## src/rtl/pinbank_pkg.sv

```systemverilog
package pinbank_pkg;

    localparam int REG_W  = 32;
    localparam int ADDR_W = 6;

    // Register byte offsets (software-visible map)
    localparam logic [ADDR_W-1:0] OFS_DATA  = 6'h00;
    localparam logic [ADDR_W-1:0] OFS_AMASK = 6'h04;
    localparam logic [ADDR_W-1:0] OFS_DIR   = 6'h08;
    localparam logic [ADDR_W-1:0] OFS_SENSE = 6'h0C;
    localparam logic [ADDR_W-1:0] OFS_DUAL  = 6'h10;
    localparam logic [ADDR_W-1:0] OFS_POLAR = 6'h14;
    localparam logic [ADDR_W-1:0] OFS_IEN   = 6'h18;
    localparam logic [ADDR_W-1:0] OFS_RAW   = 6'h1C;
    localparam logic [ADDR_W-1:0] OFS_MSK   = 6'h20;
    localparam logic [ADDR_W-1:0] OFS_ACK   = 6'h24;
    localparam logic [ADDR_W-1:0] OFS_RXEN  = 6'h28;

    typedef enum logic [0:0] {
        DET_IDLE = 1'b0,
        DET_HELD = 1'b1
    } det_state_e;

    typedef struct packed {
        logic level;   // 1: level sensing, 0: edge sensing
        logic dual;    // edge mode: trigger on both edges
        logic polar;   // 1: rising / active-high
    } sense_cfg_t;

endpackage

```

## src/rtl/pinbank_sync.sv

```systemverilog
module pinbank_sync #(
    parameter int W = 16
) (
    input  logic         clk,
    input  logic         rst_n,
    input  logic [W-1:0] async_in,
    output logic [W-1:0] sync_out
);
    logic [W-1:0] meta_q;
    logic [W-1:0] stab_q;

    always_ff @(posedge clk or negedge rst_n) begin
        if (!rst_n) begin
            meta_q <= '0;
            stab_q <= '0;
        end else begin
            meta_q <= async_in;
            stab_q <= meta_q;
        end
    end

    assign sync_out = stab_q;
endmodule

```

## src/rtl/pinbank_detect.sv

```systemverilog
module pinbank_detect
    import pinbank_pkg::*;
(
    input  logic       clk,
    input  logic       rst_n,
    input  logic       lvl,
    input  sense_cfg_t cfg,
    input  logic       ack,
    output logic       raw
);
    det_state_e state_q, state_d;
    logic       prev_q;
    logic       rise, fall, trig;

    always_ff @(posedge clk or negedge rst_n) begin
        if (!rst_n) prev_q <= 1'b0;
        else        prev_q <= lvl;
    end

    assign rise = lvl & ~prev_q;
    assign fall = ~lvl & prev_q;

    always_comb begin
        if (cfg.level)     trig = 1'b0;
        else if (cfg.dual) trig = rise | fall;
        else               trig = cfg.polar ? rise : fall;
    end

    // State register
    always_ff @(posedge clk or negedge rst_n) begin
        if (!rst_n) state_q <= DET_IDLE;
        else        state_q <= state_d;
    end

    // Next state: ARM on trigger, RELEASE on ack without a fresh trigger
    always_comb begin
        state_d = state_q;
        unique case (state_q)
            DET_IDLE: if (trig)        state_d = DET_HELD;
            DET_HELD: if (ack && !trig) state_d = DET_IDLE;
            default:                   state_d = DET_IDLE;
        endcase
    end

    // Output
    always_comb begin
        if (cfg.level) raw = cfg.polar ? lvl : ~lvl;
        else           raw = (state_q == DET_HELD);
    end
endmodule

```

## src/rtl/pinbank_regs.sv

```systemverilog
module pinbank_regs
    import pinbank_pkg::*;
#(
    parameter int PINS = 16
) (
    input  logic              clk,
    input  logic              rst_n,
    input  logic [ADDR_W-1:0] addr,
    input  logic              we,
    input  logic [PINS-1:0]   wdata,
    output logic [REG_W-1:0]  rdata,
    input  logic [PINS-1:0]   pin_lvl,
    input  logic [PINS-1:0]   raw,
    output logic [PINS-1:0]   dir_q,
    output logic [PINS-1:0]   outv_q,
    output logic [PINS-1:0]   amask_q,
    output logic [PINS-1:0]   ien_q,
    output logic [PINS-1:0]   ack_stb,
    output sense_cfg_t        cfg [PINS]
);
    localparam int PAD_W = REG_W - PINS;

    logic [PINS-1:0] rxen_q, sense_q, dual_q, polar_q;
    logic [PINS-1:0] dir_flip;
    logic [PINS-1:0] rd_val;

    assign dir_flip = dir_q ^ wdata;

    always_ff @(posedge clk or negedge rst_n) begin
        if (!rst_n) begin
            dir_q   <= '0;
            outv_q  <= '0;
            amask_q <= '0;
            ien_q   <= '0;
            rxen_q  <= '0;
            sense_q <= '0;
            dual_q  <= '0;
            polar_q <= '0;
        end else if (we) begin
            case (addr)
                OFS_DATA:  outv_q  <= (outv_q & ~amask_q) | (wdata & amask_q);
                OFS_AMASK: amask_q <= wdata;
                OFS_DIR: begin
                    dir_q  <= wdata;
                    rxen_q <= (rxen_q & ~dir_flip) | (~wdata & dir_flip);
                end
                OFS_SENSE: sense_q <= wdata;
                OFS_DUAL:  dual_q  <= wdata;
                OFS_POLAR: polar_q <= wdata;
                OFS_IEN:   ien_q   <= wdata;
                OFS_RXEN:  rxen_q  <= wdata;
                default: ;
            endcase
        end
    end

    assign ack_stb = (we && addr == OFS_ACK) ? wdata : '0;

    for (genvar i = 0; i < PINS; i++) begin : g_cfg
        assign cfg[i] = '{level: sense_q[i], dual: dual_q[i], polar: polar_q[i]};
    end

    always_comb begin
        case (addr)
            OFS_DATA:  rd_val = pin_lvl & rxen_q & amask_q;
            OFS_AMASK: rd_val = amask_q;
            OFS_DIR:   rd_val = dir_q;
            OFS_SENSE: rd_val = sense_q;
            OFS_DUAL:  rd_val = dual_q;
            OFS_POLAR: rd_val = polar_q;
            OFS_IEN:   rd_val = ien_q;
            OFS_RAW:   rd_val = raw;
            OFS_MSK:   rd_val = raw & ien_q;
            OFS_RXEN:  rd_val = rxen_q;
            default:   rd_val = '0;
        endcase
    end

    assign rdata = {{PAD_W{1'b0}}, rd_val};
endmodule

```

## src/rtl/pinbank_irq.sv

```systemverilog
module pinbank_irq
    import pinbank_pkg::*;
#(
    parameter int PINS = 16
) (
    input  logic              clk,
    input  logic              rst_n,
    input  logic [ADDR_W-1:0] reg_addr,
    input  logic              reg_we,
    input  logic [REG_W-1:0]  reg_wdata,
    output logic [REG_W-1:0]  reg_rdata,
    input  logic [PINS-1:0]   pad_in,
    output logic [PINS-1:0]   pad_oe,
    output logic [PINS-1:0]   pad_out,
    output logic              irq_out
);
    logic [PINS-1:0] lvl_w, raw_w, ie_w, dmsk_w, dir_w, outv_w, ack_w;
    sense_cfg_t      cfg_w [PINS];
    logic            irq_q;

    pinbank_sync #(.W(PINS)) u_sync (
        .clk      (clk),
        .rst_n    (rst_n),
        .async_in (pad_in),
        .sync_out (lvl_w)
    );

    pinbank_regs #(.PINS(PINS)) u_regs (
        .clk     (clk),
        .rst_n   (rst_n),
        .addr    (reg_addr),
        .we      (reg_we),
        .wdata   (reg_wdata[PINS-1:0]),
        .rdata   (reg_rdata),
        .pin_lvl (lvl_w),
        .raw     (raw_w),
        .dir_q   (dir_w),
        .outv_q  (outv_w),
        .amask_q (dmsk_w),
        .ien_q   (ie_w),
        .ack_stb (ack_w),
        .cfg     (cfg_w)
    );

    for (genvar i = 0; i < PINS; i++) begin : g_pin
        pinbank_detect u_det (
            .clk   (clk),
            .rst_n (rst_n),
            .lvl   (lvl_w[i]),
            .cfg   (cfg_w[i]),
            .ack   (ack_w[i]),
            .raw   (raw_w[i])
        );
    end

    always_ff @(posedge clk or negedge rst_n) begin
        if (!rst_n) irq_q <= 1'b0;
        else        irq_q <= |(raw_w & ie_w);
    end

    assign pad_oe  = dir_w;
    assign pad_out = outv_w;
    assign irq_out = irq_q;
endmodule

```

## config.mk

```make
export PLATFORM = sky130hd
export DESIGN_NAME = pinbank_irq
export DESIGN_NICKNAME = d
export VERILOG_FILES = /design/src/rtl/pinbank_pkg.sv /design/src/rtl/pinbank_sync.sv /design/src/rtl/pinbank_detect.sv /design/src/rtl/pinbank_regs.sv /design/src/rtl/pinbank_irq.sv
export SDC_FILE = /design/constraint.sdc
export NUM_CORES = 1
export LEC_CHECK = 0
export BUFFER_PORTS_ARGS = -buffer_cell sky130_fd_sc_hd__buf_2
export CORE_MARGIN = 2
export CORE_UTILIZATION = 30
export DETAILED_ROUTE_END_ITERATION = 12
export PLACE_DENSITY = 0.58
export SLEW_MARGIN = 20
export SYNTH_ARGS = -nofsm -noshare
export SYNTH_HDL_FRONTEND = slang
export SYNTH_SLANG_ARGS = --single-unit
```

## constraint.sdc

```tcl
create_clock -name clk -period 2.8 [get_ports clk]
set_clock_uncertainty 0.15 [all_clocks]
set_input_delay 0.56 -clock clk [delete_from_list [all_inputs] [get_ports clk]]
set_output_delay 0.56 -clock clk [all_outputs]
set_load 0.02 [all_outputs]
```

==> results of run 1 <==
kinds of logic after synthesis:
kind of cell | Yosys count | share of synthesized area, %
muxes | 79 | 8.89
and+or+nand+nor | 317 | 16.0
other | 1 | 0.0383
DFF | 193 | 49.3
xor gates and xnor gates | 16 | 1.43
AOI/OAI and AO/OA | 226 | 14.2
buffers and inverters | 135 | 6.05
adders and majority gates | 32 | 4.09
through the flow:
stage	TNS [ns]	worst slack (ns)	cells	total power (uW)	hold slack, ns
global placement	-1.36	-0.143	1558	4480	0.183
global route	-0.198	-0.0312	1604	7470	0.0395
detailed placement	-1.89	-0.155	1558	4520	0.185
CTS	-0.0132	-0.00727	1592	7100	0.0383
floorplan	0	0.0876	1014	4050	0.114
finish	0	0.0200	1607	7120	0.0540
path summary, 6_finish.rpt:
| path | depth (start not counted) | endpoint |
|---|---|---|
| setup / recovery | 8 | reg_rdata[1] |
| hold / removal | 1 | u_sync.meta_q[3] |
| setup reg to reg | 4 | irq_out |
| hold reg to reg | 0 | u_sync.sync_out[12] |
| max in group asynchronous | 3 | u_sync.sync_out[1] |
| min in group asynchronous | 2 | async pin |
cell type report:
cell class	count	area share [%]
antenna	4	0.0796
multi-input combinational	686	38.4
sequential	193	38.4
tap	442	4.40
clock inverter	13	1.13
inverter	66	1.97
clock buffer	19	3.60
timing repair buffer	184	12.0
what timing repair did:
action,in CTS,in global routing
resized for setup,74,62
pin swaps,11,11
hold endpoints to repair,53,0
endpoints found under the setup margin,16,16
gates cloned,0,2
hold buffers,1,0
buffers inserted,1,9
worst max-delay path, cell delays in order:
cell and delay, ns:
buf_4 0.15, buf_12 0.16, nor2b_4 0.15, buf_4 0.16, nand3_1 0.09, nand4_1 0.09
or4_4 0.56, buf_6 0.15
power breakdown:
group | total [uW] | leakage, uW | internal [uW] | switching, uW
clock network | 2510 | 0.000292 | 1310 | 1200
logic | 1150 | 0.00296 | 499 | 651
registers | 3460 | 0.00242 | 3100 | 355
total | 7120 | 0.00567 | 4910 | 2210
routing by layer:
metal	vias to the layer above	GRT usage [%]	wire, um
met4	0	5.84	844
met3	64	3.85	2120
met1	4024	24.3	13100
met5	-	0	0
li1	3830	-	-
met2	341	28.1	13600
placed cells by master (no fill, tap or decap), types with 16 or more instances in the layout:
cell type and count:
nand4_1 16, buf_4 78, a21oi_1 16, conb_1 16, buf_6 20, mux2_2 54, nand3_1 78, dfrtp_1 188
nand2_1 164, o41ai_1 16, buf_2 66, clkbuf_16 19, inv_1 66, o21ai_0 128, ha_1 32
==> results.cfg, run 1 <==
[run_status]
outcome = finished clean

[finish]
regArea_mm2 = 0.00484
layout.nets = 1237
syn_to_final_growth_pct = 28.4
drive_above_1_share_pct = 27.9
design_area_mm2 = 0.0126
multi_input_area_mm2 = 0.00483
postLayoutCoreUtil_pct = 38.9
fillers = 3221

[synthesis]
seq_area_frac_synth_pct = 49.3
syn_inst = 999
yosysMostFrequentCell = dfrtp_1
yosys-top-cells-count = 193 x dfrtp_1, 164 x nand2_1, 128 x o21ai_0, 78 x nand3_1, 66 x inv_1
async_flop_share_pct = 100
ys_ff_latch = 193
yosysTopAreaCellShare_pct = 49.3
synth_area_mm2 = 0.00980
ys.flop_type = dfrtp_1
yosys-top-cells-area = dfrtp_1 49%, o21ai_0 6.5%, nand2_1 6.3%
syn_area_per_cell_um2 = 9.81
yosysWarnings = 0
synth_edf_count = 0
synth_cell_type_count = 47
yosysTopAreaCell = dfrtp_1

[global_routing]
groute.usage.overall_pct = 17.8
grt_max_degree = 60
grt_pass1_vias = 7923
grt_pass1_wl_um = 45700
antenna_found_initial = 3
overflow = 0

[die]
dieHeight_um = 185
io_pins = 122
start_util_pct = 30.3
rows = 66
core-area_mm2 = 0.0324
dieArea_mm2 = 0.0341
die_x_um = 185

[placed_design]
dp_hpwl_um = 20700
gp_congestion = 0.864
portBuffers = 89
place_area_mm2 = 0.0112

[clocking]
cts_sinks = 193
clk_path_buf_depth = 2
clk_pin_slew_ns = 0.08
h-tree-depth = 4
clk-insertion-delay-late_ns = 0.45
cts_tree = yes
root_buffer = clkbuf_16
cts_buffers = 17

[detailed_routing]
ant_nets = 0
dr.pass1.iters = 5
drtIter0Drc = 912
via_per_inst = 5.14
drt-total-wl_um = 29700
wl_per_cell_um = 18.5
num_vias = 8259
drc_errors = 0

[timing]
finalHoldViolCount = 0
min_period_ns = 2.78
rsz0062_at_grt = yes
post-route-period-util_pct = 99.3
report.final.slew_viol_count = 0
max_freq_ghz = 0.360
slew_headroom_pct = 64.1
worst_slew_pin_slew_ns = 0.539
finalSetupViolCount = 0

[worst_setup_path]
reg2reg_from = u_sync.sync_out[2]
startpoint_type = primary input
cp.required_ns = 2.09
arrival_ns = 2.07
cp-startpoint = reg_addr[3]
cp_max_fo = 9
end_kind = primary output
reg2reg_slack_ns = 0.73
crit_type = in2out

[hold_path]
hold_path.class = in2reg
holdCritStartpoint = pad_in[3]

[power_and_ir_drop]
p_leak_uw = 0.00567
vdd.ir_drop.worst_v = 0.000471
power_density_mw_per_mm2 = 566

[job]
maxCapViolations = 0
(Power assumes the default switching activity.)
==> run 2, diff against run 1 <==
Settings changed: CELL_PAD_IN_SITES_DETAIL_PLACEMENT from default to 1, CELL_PAD_IN_SITES_GLOBAL_PLACEMENT from default to 2, PLACE_DENSITY 0.58 to 0.78.
==> results.cfg, run 2 (synthesis gave the netlist of run 1 again) <==
[global_routing]
groute.usage.overall_pct = 20.0
grt_pass1_vias = 8833
grt_max_degree = 69
antenna_found_initial = 0
grt_pass1_wl_um = 51100
overflow = 0

[timing]
finalHoldViolCount = 0
report.final.slew_viol_count = 0
finalSetupViolCount = 1
max_freq_ghz = 0.357
slew_headroom_pct = 66.1
worst_slew_pin_slew_ns = 0.509
rsz0062_at_grt = yes
min_period_ns = 2.80
setup_ws_ns = -0.00380
post-route-period-util_pct = 100

[detailed_routing]
dr.pass1.iters = 5
num_vias = 8378
drt-total-wl_um = 33900
ant_nets = 0
drc_errors = 0
via_per_inst = 5.22
drtIter0Drc = 498
wl_per_cell_um = 21.1

[worst_setup_path]
startpoint_type = primary input
cp_num_buf_inv = 3
crit_chain = buf_2, or4_4, buf_12, a2111oi_2, a221o_1, or3_4, buf_6
cp.required_ns = 2.09
arrival_ns = 2.09
reg2reg_from = u_sync.sync_out[3]
cpMaxStageDelayCell = or4_4
cp_max_fo = 8
slowest_delay_ns = 0.57
cp-startpoint = reg_addr[0]
end_kind = primary output
crit_type = in2out
cp_top_family = simple AND/OR/NAND/NOR gates

[hold_path]
holdCritStartpoint = pad_in[11]
hold_path.class = in2reg

[clocking]
root_buffer = clkbuf_16
clk-insertion-delay-late_ns = 0.45
cts_buffers = 17
cts_sinks = 193
h-tree-depth = 4
clk_pin_slew_ns = 0.08
clk_path_buf_depth = 2
cts_tree = yes

[die]
core-area_mm2 = 0.0324
rows = 66
dieArea_mm2 = 0.0341
die_x_um = 185
start_util_pct = 30.3
dieHeight_um = 185
io_pins = 122

[power_and_ir_drop]
switchingPower_uw = 2240
fin_total_pwr_uw = 7260
p_comb_share_pct = 16.6
power_density_mw_per_mm2 = 571
p_clk_share_pct = 35.6
internal_power_uw = 5020
p_seq_share_pct = 47.8
power.share.switching_pct = 30.9
vdd.ir_drop.worst_v = 0.000470
p_leak_uw = 0.00569

[placed_design]
portBuffers = 89
pre_cts_ws_ns = -0.261
dp_hpwl_um = 22900
gp_congestion = 0.854

[job]
maxCapViolations = 0

[finish]
final_cell_mix = 185 x dfrtp_1, 162 x nand2_1, 128 x o21ai_0
final_common_cell = dfrtp_1
syn_to_final_growth_pct = 29.8
drive_above_1_share_pct = 29.0
diodes = 0
layout.nets = 1241

[run_status]
outcome = finished with violations
violations = negative setup slack
-- run 2: power by group through the flow --
stage                     clock [uW]  sequential (uW)  combinational, uW
after floorplan                    0             3440                615
after global placement             0             3480               1010
after detailed placement           0             3500               1060
after CTS                       2660             3450               1120
after global routing            2780             3520               1330
final                           2590             3470               1210
-- run 2: repair_timing --
item,in CTS,in global routing
endpoints found under the setup margin,16,16
setup buffers,2,10
endpoints found under the hold margin,39,0
cloned,0,2
hold buffers,1,0
gates resized for setup,88,61
pin swaps,19,25
-- run 2: cell type report --
| cell class | count | area, um^2 |
|---|---|---|
| tap | 442 | 553 |
| inverter | 66 | 248 |
| clock inverter | 14 | 179 |
| sequential | 193 | 4840 |
| multi-input combinational | 686 | 4910 |
| timing repair buffer | 188 | 1560 |
| fill | 3707 | 19700 |
| clock buffer | 17 | 425 |
-- run 2: path summary, 6_finish.rpt --
kind,slack [ns],endpoint,cells past startpoint
max,-0.004,reg_rdata[7],7
min,0.06,u_sync.meta_q[11],1
max reg2reg,0.67,irq_out,4
min reg2reg,0.19,u_sync.sync_out[5],0
max in group asynchronous,1.30,u_sync.sync_out[9],3
min in group asynchronous,0.46,u_regs.polar_q[4],2
-- run 2: stage by stage --
step / util (%) / TNS (ns) / hold WS (ns) / std cells / cell area [um^2]
CTS: 37.7 / -0.280 / 0.0400 / 1594 / 12200
global placement: 34.9 / -3.20 / 0.183 / 1560 / 11300
finish: 39.3 / -0.00380 / 0.0576 / 1606 / 12700
detailed placement: 34.9 / -3.23 / 0.186 / 1560 / 11300
floorplan: - / 0 / 0.114 / 1014 / 9850
global route: 39.3 / -0.320 / 0.0444 / 1606 / 12700
-- run 2: per-layer routing --
layer	routed length, um	track usage [%]	vias up
met2	16800	34.7	191
met4	929	6.86	0
li1	-	-	3822
met1	14700	25.1	4314
met3	1450	3.44	51
met5	0	0	-
